==> config.mk <==
export PLATFORM = sky130hd
export DESIGN_NAME = panel_led_encoder
export DESIGN_NICKNAME = d
export VERILOG_FILES = /design/src/rtl/led_pkg.sv /design/src/rtl/led_rst_sync.sv /design/src/rtl/led_tick_gen.sv /design/src/rtl/led_phase_seq.sv /design/src/rtl/led_priority_sel.sv /design/src/rtl/led_pattern_map.sv /design/src/rtl/panel_led_encoder.sv
export SDC_FILE = /design/constraint.sdc
export NUM_CORES = 1
export LEC_CHECK = 0
export ABC_AREA = 1
export CORE_MARGIN = 2
export CORE_UTILIZATION = 46
export CTS_CLUSTER_SIZE = 28
export DETAILED_ROUTE_END_ITERATION = 10
export DONT_BUFFER_PORTS = 1
export SLEW_MARGIN = 40
export SYNTH_ARGS = -nofsm -noshare
export SYNTH_HDL_FRONTEND = slang
export SYNTH_SLANG_ARGS = --single-unit
==> constraint.sdc <==
create_clock -name clk -period 1.2 [get_ports clk]
set_input_delay 0.18 -clock clk [delete_from_list [all_inputs] [get_ports clk]]
set_output_delay 0.18 -clock clk [all_outputs]
set_load 0.005 [all_outputs]
==> src/rtl/led_pkg.sv <==
package led_pkg;

  localparam int SLOTS_PER_PERIOD = 6;
  localparam int SLOT_W           = 3;
  localparam int BLINK_ON_SLOTS   = 3;
  localparam int OTW_YELLOW_SLOTS = 4;

  typedef logic [SLOT_W-1:0] slot_t;

  typedef enum logic [2:0] {
    IND_DARK = 3'd0,
    IND_BOOT = 3'd1,
    IND_SHUT = 3'd2,
    IND_DIS  = 3'd3,
    IND_OTW  = 3'd4,
    IND_FAN  = 3'd5,
    IND_NORM = 3'd6
  } out_ind_e;

  typedef enum logic [1:0] {
    INL_DARK  = 2'd0,
    INL_ON    = 2'd1,
    INL_BLINK = 2'd2
  } in_ind_e;

  typedef struct packed {
    logic in_g;
    logic out_g;
    logic out_y;
  } led_drive_t;

endpackage

==> src/rtl/led_rst_sync.sv <==
module led_rst_sync #(
  parameter int STAGES = 2
) (
  input  logic clk,
  input  logic rst_n,
  output logic rst_sync_n
);

  logic [STAGES-1:0] sh_q;
  logic [STAGES-1:0] sh_d;

  always_comb begin
    sh_d = {sh_q[STAGES-2:0], 1'b1};
  end

  always_ff @(posedge clk or negedge rst_n) begin
    if (!rst_n) sh_q <= '0;
    else        sh_q <= sh_d;
  end

  assign rst_sync_n = sh_q[STAGES-1];

endmodule

==> src/rtl/led_tick_gen.sv <==
module led_tick_gen #(
  parameter int TICK_DIV = 200000
) (
  input  logic clk,
  input  logic rst_n,
  input  logic restart,
  output logic tick
);

  localparam int CW = (TICK_DIV > 1) ? $clog2(TICK_DIV) : 1;
  localparam logic [CW-1:0] LAST = CW'(TICK_DIV - 1);

  logic [CW-1:0] cnt_q;
  logic [CW-1:0] cnt_d;

  assign tick = (cnt_q == LAST);

  always_comb begin
    if (restart || tick) cnt_d = '0;
    else                 cnt_d = cnt_q + 1'b1;
  end

  always_ff @(posedge clk or negedge rst_n) begin
    if (!rst_n) cnt_q <= '0;
    else        cnt_q <= cnt_d;
  end

endmodule

==> src/rtl/led_phase_seq.sv <==
module led_phase_seq
  import led_pkg::*;
#(
  parameter int SLOT_TICKS = 167
) (
  input  logic  clk,
  input  logic  rst_n,
  input  logic  restart,
  input  logic  tick,
  output slot_t slot
);

  localparam int TW = (SLOT_TICKS > 1) ? $clog2(SLOT_TICKS) : 1;
  localparam logic [TW-1:0] TC_LAST   = TW'(SLOT_TICKS - 1);
  localparam slot_t         SLOT_LAST = SLOT_W'(SLOTS_PER_PERIOD - 1);

  logic [TW-1:0] tc_q, tc_d;
  slot_t         slot_q, slot_d;
  logic          adv_en;

  assign adv_en = restart | tick;

  always_comb begin
    tc_d   = tc_q;
    slot_d = slot_q;
    if (restart) begin
      tc_d   = '0;
      slot_d = '0;
    end else if (tc_q == TC_LAST) begin
      tc_d   = '0;
      slot_d = (slot_q == SLOT_LAST) ? '0 : slot_q + 1'b1;
    end else begin
      tc_d   = tc_q + 1'b1;
    end
  end

  always_ff @(posedge clk or negedge rst_n) begin
    if (!rst_n) begin
      tc_q   <= '0;
      slot_q <= '0;
    end else if (adv_en) begin
      tc_q   <= tc_d;
      slot_q <= slot_d;
    end
  end

  assign slot = slot_q;

endmodule

==> src/rtl/led_priority_sel.sv <==
module led_priority_sel
  import led_pkg::*;
#(
  parameter int N_DIS  = 3,
  parameter int N_SHUT = 5
) (
  input  logic              boot_active,
  input  logic              in_range,
  input  logic              in_fault,
  input  logic [N_DIS-1:0]  dis_cause,
  input  logic              out_of_reg,
  input  logic [N_SHUT-1:0] shut_cause,
  input  logic              ot_warn,
  input  logic              fan_warn,
  output out_ind_e          out_ind,
  output in_ind_e           in_ind
);

  logic line_ok;
  logic disabled;

  assign line_ok  = in_range & ~in_fault;
  assign disabled = (|dis_cause) | out_of_reg | ~line_ok;

  always_comb begin
    if (boot_active)      out_ind = IND_BOOT;
    else if (|shut_cause) out_ind = IND_SHUT;
    else if (disabled)    out_ind = IND_DIS;
    else if (ot_warn)     out_ind = IND_OTW;
    else if (fan_warn)    out_ind = IND_FAN;
    else                  out_ind = IND_NORM;
  end

  always_comb begin
    if (boot_active)  in_ind = INL_BLINK;
    else if (line_ok) in_ind = INL_ON;
    else              in_ind = INL_DARK;
  end

endmodule

==> src/rtl/led_pattern_map.sv <==
module led_pattern_map
  import led_pkg::*;
(
  input  out_ind_e   out_ind,
  input  in_ind_e    in_ind,
  input  slot_t      slot,
  output led_drive_t drive
);

  logic early_half;
  logic otw_yellow;

  assign early_half = (slot < SLOT_W'(BLINK_ON_SLOTS));
  assign otw_yellow = (slot < SLOT_W'(OTW_YELLOW_SLOTS));

  always_comb begin
    drive.out_g = 1'b0;
    drive.out_y = 1'b0;
    case (out_ind)
      IND_BOOT: drive.out_g = early_half;
      IND_SHUT: drive.out_y = 1'b1;
      IND_DIS:  drive.out_y = early_half;
      IND_OTW: begin
        drive.out_y = otw_yellow;
        drive.out_g = ~otw_yellow;
      end
      IND_FAN: begin
        drive.out_y = early_half;
        drive.out_g = ~early_half;
      end
      IND_NORM: drive.out_g = 1'b1;
      default: begin
        drive.out_g = 1'b0;
        drive.out_y = 1'b0;
      end
    endcase
  end

  always_comb begin
    case (in_ind)
      INL_ON:    drive.in_g = 1'b1;
      INL_BLINK: drive.in_g = early_half;
      default:   drive.in_g = 1'b0;
    endcase
  end

endmodule

==> src/rtl/panel_led_encoder.sv <==
module panel_led_encoder
  import led_pkg::*;
#(
  parameter int TICK_DIV   = 200000,
  parameter int SLOT_TICKS = 167,
  parameter int N_DIS      = 3,
  parameter int N_SHUT     = 5
) (
  input  logic              clk,
  input  logic              rst_n,
  input  logic              boot_active,
  input  logic              in_range,
  input  logic              in_fault,
  input  logic [N_DIS-1:0]  dis_cause,
  input  logic              out_of_reg,
  input  logic [N_SHUT-1:0] shut_cause,
  input  logic              ot_warn,
  input  logic              fan_warn,
  output logic              in_led_g,
  output logic              out_led_g,
  output logic              out_led_y
);

  logic       rst_q_n;
  out_ind_e   out_ind_d, out_ind_q;
  in_ind_e    in_ind_d, in_ind_q;
  logic       restart;
  logic       tick;
  slot_t      slot;
  led_drive_t drive;

  led_rst_sync #(.STAGES(2)) u_rst (
    .clk        (clk),
    .rst_n      (rst_n),
    .rst_sync_n (rst_q_n)
  );

  led_priority_sel #(.N_DIS(N_DIS), .N_SHUT(N_SHUT)) u_sel (
    .boot_active (boot_active),
    .in_range    (in_range),
    .in_fault    (in_fault),
    .dis_cause   (dis_cause),
    .out_of_reg  (out_of_reg),
    .shut_cause  (shut_cause),
    .ot_warn     (ot_warn),
    .fan_warn    (fan_warn),
    .out_ind     (out_ind_d),
    .in_ind      (in_ind_d)
  );

  assign restart = (out_ind_d != out_ind_q) | (in_ind_d != in_ind_q);

  always_ff @(posedge clk or negedge rst_q_n) begin
    if (!rst_q_n) begin
      out_ind_q <= IND_DARK;
      in_ind_q  <= INL_DARK;
    end else if (restart) begin
      out_ind_q <= out_ind_d;
      in_ind_q  <= in_ind_d;
    end
  end

  led_tick_gen #(.TICK_DIV(TICK_DIV)) u_tick (
    .clk     (clk),
    .rst_n   (rst_q_n),
    .restart (restart),
    .tick    (tick)
  );

  led_phase_seq #(.SLOT_TICKS(SLOT_TICKS)) u_phase (
    .clk     (clk),
    .rst_n   (rst_q_n),
    .restart (restart),
    .tick    (tick),
    .slot    (slot)
  );

  led_pattern_map u_map (
    .out_ind (out_ind_q),
    .in_ind  (in_ind_q),
    .slot    (slot),
    .drive   (drive)
  );

  assign in_led_g  = drive.in_g;
  assign out_led_g = drive.out_g;
  assign out_led_y = drive.out_y;

endmodule

==> metrics.md, run 1 <==
| Metric | Value |
|---|---|
| Area contributors post-synth | dfrtp_1 43%, nand2_1 8.9%, nor2_1 7.1%, inv_1 6.9%, xor2_1 5.0% |
| Fillers | 342 |
| Clock Path Buffers | 2 |
| FFs w/ async S/R, synth | 100% |
| Finished Layout Cells | 391 |
| Static leakage | 1.43 nW |
| RSZ-0062 raised after global routing | yes |
| Avg Cell Area, Syn | 8.02 um2 |
| Final min period | 1600 ps |
| Post-route clock period utilization | 134% |
| Die area | 0.00514 mm2 |
| Ports | 19 |
| Vias in the first global route | 1905 |
| Core area | 0.00438 mm2 |
| Layout cell share with drive strength beyond 1 | 42.5% |
| Top cells by count, synth | 50 x nand2_1, 40 x nor2_1, 39 x inv_1 |
| DRC viols | 0 |
| Worst Path Arrival | 1800 ps |
| Horiz. Die Dim | 71.7 um |
| Slew Viols, Final | 0 |
| Clk_lat worst skew | 300 ps |
| Failing checks | negative setup slack |
| Worst clock skew | 12.1 ps |
| First-pass GRT wire length | 8.10 mm |
| MaxCap Viol Count | 0 |
| Clock root cell | clkbuf_8 |
| Multi-input gate area | 0.00122 mm2 |
| CP Capture Type | flop |
| Synth Cell Area | 0.00211 mm2 |
| Most instantiated library cell after synthesis | nand2_1 |
| CP max FO | 4 |
| Nets | 359 |
| Via/cell ratio | 4.89 |
| Post-synthesis sequential area ratio | 42.7% |
| Count of state elements after synthesis | 36 |
| Routed wire length per instance | 12.2 um |
| Critical path launch point type | flop |
| Initial antenna violation count | 0 |
| CTS sink count | 36 |
| Yosys cell types | 33 |
| Setup violators final | 32 |
| Min-Delay Path Class | input port to flop |
| Std-Cell Rows | 24 |
| Area grow syn2layout | 45.8% |
| Pwr Density | 862 mW/mm2 |
| Sequential cell area | 901 um2 |
| Synth Flop Type | dfrtp_1 |
| EDFF count, synth | 0 |
| Area after DPL | 0.00258 mm2 |
| Inst Count DP | 364 |
| Setup_tns | -10230 ps |
| Final WL | 4.77 mm |
| Largest net degree at the start of global routing | 35 |
| CTS tree | done |
| Leading area contributor after synthesis | dfrtp_1 |
| Crit Path Class | flop to flop |
| Clk slew on worst S/H paths | 80 ps |
| F_max | 624 MHz |
| GRT Residual Overflow | 0 |
| Mapped Cells | 263 |
| Worst hold margin | 80.5 ps |
| Final Hold Vio Count | 0 |
| GRT Total Usage | 20.3% |
| Gpl congestion | 0.818 |
| YS warnings | 0 |
| DR pass1 iterations | 4 |
| Initial DRC Count | 81 |
| Antenna viol nets, final | 0 |
| Yosys top cell area share | 42.7% |
| Initial Util | 48.1% |
| Data required, critical path | 1390 ps |
| Post-Place Setup Slack | -445 ps |
| Mapped Nets | 284 |
| Die Ht | 71.7 um |
| Port bufs | 0 |
| Clock H-tree levels | 2 |
| Final WS setup | -403 ps |
| Status | finished with violations |
| VDD IR max | 0.646 mV |
| Final Cell Area | 0.00307 mm2 |
| Post-DP HPWL | 3.18 mm |
| CTS buffer count | 5 |
| Number of diodes | 0 |
| Total vias in the final route | 1912 |
-- stage by stage --
| step | util [%] | total power [mW] |
|---|---|---|
| finish | 70.1 | 2.65 |
| global route | 70.1 | 2.76 |
| CTS | 66.8 | 2.68 |
| detailed placement | 58.8 | 1.51 |
| global placement | 58.8 | 1.51 |
| floorplan | - | 1.42 |
-- path summary, 6_finish.rpt --
check | start | endpoint | slack (ps) | cells after the start
max in group asynchronous | u_rst.sh_q[1] | u_tick.cnt_q[3] | 780 | 1
min in group asynchronous | rst_n | u_rst.sh_q[1] | 120 | 1
worst min register to register | u_rst.sh_q[1] | u_tick.cnt_q[17] | 230 | 1
worst max-delay path | u_tick.cnt_q[0] | u_tick.cnt_q[11] | -400 | 10
worst max register to register | u_tick.cnt_q[0] | u_tick.cnt_q[11] | -400 | 10
worst min-delay path | in_fault | in_ind_q[0] | 80 | 3
-- sequential cells by signal, indices dropped and copies added (netlist names) --
register,flops
in_ind_q,2
out_ind_q,3
u_phase.slot,3
u_phase.tc_q,8
u_rst.sh_q,2
u_tick.cnt_q,18
-- final cells by class --
type	count	area share (%)
clock buffer	5	2.24
timing repair buffer	73	20.1
inverter	39	5.01
multi-input combinational	183	39.8
sequential	36	29.3
clock inverter	3	1.38
tap	52	2.12
-- critical path: stages (launching register included) --
cell and delay (ps):
dfrtp_1 370, buf_4 120, nand3_2 110, nor2_4 120
nand2_2 70, nor2_2 120, nand2_2 90, nor2_4 150
nand2_2 100, xor2_2 210, nor2_4 50
-- per-layer routing --
metal	GRT usage (%)	routed length (um)	up-vias
met3	5.34	126	5
met5	0	0	-
met4	6.92	73	0
li1	-	-	991
met2	35.4	2480	19
met1	24.3	2090	897
-- logic make-up (layout without fill, tap and decap cells) --
family / count (synthesis) / count (layout) / share of synthesized area (%)
and+or+nand+nor: 142 / 142 / 32.9
AOI/OAI and AO/OA: 21 / 21 / 6.47
buffers and inverters: 44 / 120 / 8.90
xor gates and xnor gates: 14 / 14 / 5.82
DFF: 36 / 36 / 42.7
adders and majority gates: 5 / 5 / 2.97
other: 1 / 1 / 0.178
-- layout by cell type (no fill, tap or decap), types with 5 or more instances in the layout --
master / count
nor2_1: 33
nand4_1: 13
nand3_1: 9
nand2_1: 37
xor2_1: 10
nor2_2: 5
nor3_2: 5
dfrtp_1: 36
nand3_2: 6
inv_1: 31
nor2_4: 11
clkbuf_8: 5
buf_6: 9
nand2_2: 13
inv_2: 6
o21ai_0: 5
buf_4: 59
-- where the power goes --
part           switching (mW)  internal, mW  total, mW
combinational           0.175         0.149      0.324
sequential             0.0131          1.23       1.24
clock                   0.468         0.615       1.08
-- what timing repair did --
action,4_1_cts,5_1_grt
pin swaps,12,9
buffers inserted,10,9
gates cloned,1,0
endpoints found under the setup margin,32,32
hold buffers,2,0
gates resized for setup,30,38
hold endpoints to repair,3,0
Power figures use the tool's default switching activity.
==> inputs of run 2 (changes only) <==
ABC_AREA = unset   (was 1)
CAP_MARGIN = 5   (was unset)
==> metrics.md, run 2 <==
| Metric | Value |
|---|---|
| Status | finished with violations (unchanged) |
| Failing checks | negative setup slack (unchanged) |
| Largest Register | u_tick.cnt_q (unchanged) |
| Std-Cell Rows | 23 (was 24) |
| Clk_lat worst skew | 290 ps (was 300 ps) |
| Crit Path Class | flop to flop (unchanged) |
| Sequential cell area | 901 um2 (unchanged) |
| Avg Cell Area, Syn | 9.41 um2 (was 8.02 um2) |
| CP max FO | 2 (was 4) |
| Gpl congestion | 0.846 (was 0.818) |
| FFs w/ async S/R, synth | 100% (unchanged) |
| Initial Util | 47.5% (was 48.1%) |
| YS warnings | 0 (unchanged) |
| Data required, critical path | 1420 ps (was 1390 ps) |
| GRT Residual Overflow | 0 (unchanged) |
| Final Hold Vio Count | 0 (unchanged) |
| Horiz. Die Dim | 68.3 um (was 71.7 um) |
| Number of diodes | 0 (unchanged) |
| Crit path largest cell delay | 500 ps (was 370 ps) |
| DRC viols | 0 (unchanged) |
| Total vias in the final route | 1788 (was 1912) |
| Top flop regs | u_tick.cnt_q (18), u_phase.tc_q (8) (unchanged) |
| Static leakage | 1.25 nW (was 1.43 nW) |
| Mapped Nets | 223 (was 284) |
| CP Capture Type | flop (unchanged) |
| RSZ-0062 raised after global routing | yes (unchanged) |
| Inst Count DP | 295 (was 364) |
| Worst clock skew | 6.59 ps (was 12.1 ps) |
| Fillers | 262 (was 342) |
| Nets | 292 (was 359) |
| Ports | 19 (unchanged) |
| First-pass GRT wire length | 7.70 mm (was 8.10 mm) |
| Clk slew on worst S/H paths | 70 ps (was 80 ps) |
| EDFF count, synth | 0 (unchanged) |
| Crit-path cells | nand4bb_1 > or4_4 > or3_4 > or4_1 > a21oi_1 (was buf_4 > nand3_2 > nor2_4 > nand2_2 > nor2_2 > nand2_2 > nor2_4 > nand2_2 > xor2_2 > nor2_4) |
| Final min period | 2070 ps (was 1600 ps) |
| Area contributors post-synth | dfrtp_1 47%, nor2_1 5.7%, xor2_1 5.5%, nor3_1 5.0%, xnor2_1 4.6% (was dfrtp_1 43%, nand2_1 8.9%, nor2_1 7.1%, inv_1 6.9%, xor2_1 5.0%) |
| Most frequent cells in the layout | 49 x buf_4, 36 x dfrtp_1, 17 x nor2_1 (was 59 x buf_4, 37 x nand2_1, 36 x dfrtp_1) |
| CTS sink count | 36 (unchanged) |
| MaxCap Viol Count | 0 (unchanged) |
| Min-Delay Path Class | input port to flop (unchanged) |
| Post-route clock period utilization | 172% (was 134%) |
| Initial DRC Count | 155 (was 81) |
| Commonest non-fill, non-tap cell in the layout | buf_4 (unchanged) |
| Initial antenna violation count | 0 (unchanged) |
| F_max | 484 MHz (was 624 MHz) |
| Internal reg-to-reg setup slack | -870 ps (was -400 ps) |
| Count of state elements after synthesis | 36 (unchanged) |
| Critical path launch point type | flop (unchanged) |
| Final WL | 5.50 mm (was 4.77 mm) |
| Post-layout util | 74.8% (was 70.1%) |
| Finished Layout Cells | 319 (was 391) |
| Yosys cell types | 39 (was 33) |
| Critical-path top delay cell | or4_1 (was dfrtp_1) |
| Mapped Cells | 202 (was 263) |
| Yosys top cell area share | 47.4% (was 42.7%) |
| Final WS setup | -866 ps (was -403 ps) |
| Top cells by count, synth | 36 x dfrtp_1, 29 x nor2_1, 19 x nor3_1 (was 50 x nand2_1, 40 x nor2_1, 39 x inv_1) |
| Port bufs | 0 (unchanged) |
| Die Ht | 68.3 um (was 71.7 um) |
| Clock H-tree levels | 2 (unchanged) |
| Final Cell Area | 0.00299 mm2 (was 0.00307 mm2) |
| Most instantiated library cell after synthesis | dfrtp_1 (was nand2_1) |
| GRT Total Usage | 22.9% (was 20.3%) |
| Antenna viol nets, final | 0 (unchanged) |
| Post-Place Setup Slack | -882 ps (was -445 ps) |
| Largest net degree at the start of global routing | 35 (unchanged) |
| Die area | 0.00466 mm2 (was 0.00514 mm2) |
| Max reg flops | 18 (unchanged) |
| Worst Path Arrival | 2280 ps (was 1800 ps) |
| Via/cell ratio | 5.61 (was 4.89) |
| Synth Cell Area | 0.00190 mm2 (was 0.00211 mm2) |
| Multi-input gate area | 0.00127 mm2 (was 0.00122 mm2) |
| CTS tree | done (unchanged) |
| Vias in the first global route | 1689 (was 1905) |
| Post-synthesis sequential area ratio | 47.4% (was 42.7%) |
| Routed wire length per instance | 17.2 um (was 12.2 um) |
| VDD IR max | 0.720 mV (was 0.646 mV) |
| Leading area contributor after synthesis | dfrtp_1 (unchanged) |
| Pwr Density | 757 mW/mm2 (was 862 mW/mm2) |
| Synth Flop Type | dfrtp_1 (unchanged) |
| Layout cell share with drive strength beyond 1 | 46.8% (was 42.5%) |
| Post-DP HPWL | 3.17 mm (was 3.18 mm) |
| Clock Path Buffers | 2 (unchanged) |
| Setup violators final | 32 (unchanged) |
| Area after DPL | 0.00234 mm2 (was 0.00258 mm2) |
| Clock root cell | clkbuf_8 (unchanged) |
| Slew Viols, Final | 0 (unchanged) |
| Area grow syn2layout | 57.4% (was 45.8%) |
| CTS buffer count | 5 (unchanged) |
| Core area | 0.00400 mm2 (was 0.00438 mm2) |
| DR pass1 iterations | 4 (unchanged) |
-- run 2: final cells by class --
class                           count  area share [%]
Multi-Input combinational cell    153            42.5
Inverter                            5           0.627
Clock buffer                        5            2.30
Tap cell                           50            2.09
Sequential cell                    36            30.1
Timing Repair Buffer               70            22.3
-- run 2: worst paths after layout --
kind,startpoint,to,cells past startpoint
min reg2reg,u_rst.sh_q[1],u_tick.cnt_q[11],1
min,boot_active,out_ind_q[0],2
max,u_tick.cnt_q[14],u_phase.tc_q[3],5
max in group asynchronous,u_rst.sh_q[1],u_phase.tc_q[4],1
max reg2reg,u_tick.cnt_q[14],u_phase.tc_q[3],5
min in group asynchronous,rst_n,u_rst.sh_q[0],1
-- run 2: worst max-delay path: cells and delay by family, from the launching register on --
family	cells	cell delay, ps
AO/OA/AOI/OAI	1	130
flip-flops	1	380
AND/OR/NAND/NOR	4	1480
-- run 2: kinds of logic (layout without fill, tap and decap cells) --
group	Yosys count	in the layout	share of synthesized area (%)
XOR/XNOR	22	22	10.1
AND/OR/NAND/NOR	97	97	26.1
AO/OA/AOI/OAI	26	26	8.03
flip-flops	36	36	47.4
multiplexers	2	2	1.05
buffers and inverters	13	80	3.82
adder cells (fa/ha/maj)	5	5	3.29
other	1	1	0.197
-- run 2: per-stage QoR --
step	hold WS, ps	total power [mW]	setup TNS (ps)
2_1_floorplan	-116	1.35	-17010
3_3_place_gp	-116	1.39	-19090
3_5_place_dp	-116	1.40	-19940
4_1_cts	11.3	2.26	-15820
5_1_grt	11.6	2.34	-19970
6_report	15.9	2.27	-17830
-- run 2: what timing repair did --
item | in CTS | in global routing
cloned | 3 | 0
pin swaps | 15 | 23
endpoints found under the hold margin | 4 | 0
endpoints found under the setup margin | 32 | 32
hold buffers | 2 | 0
gates resized for setup | 49 | 39
buffers inserted | 5 | 11
-- run 2: layer usage --
metal	GRT usage, %	share of wire (%)
met1	26.5	41
met2	40.5	55
met3	4.77	2.4
met4	10.0	2.0
met5	0	0
-- run 2: power breakdown --
group | internal, mW | total [mW] | switching [mW]
sequential | 1.23 | 1.24 | 0.0124
combinational | 0.117 | 0.239 | 0.122
clock | 0.374 | 0.788 | 0.414
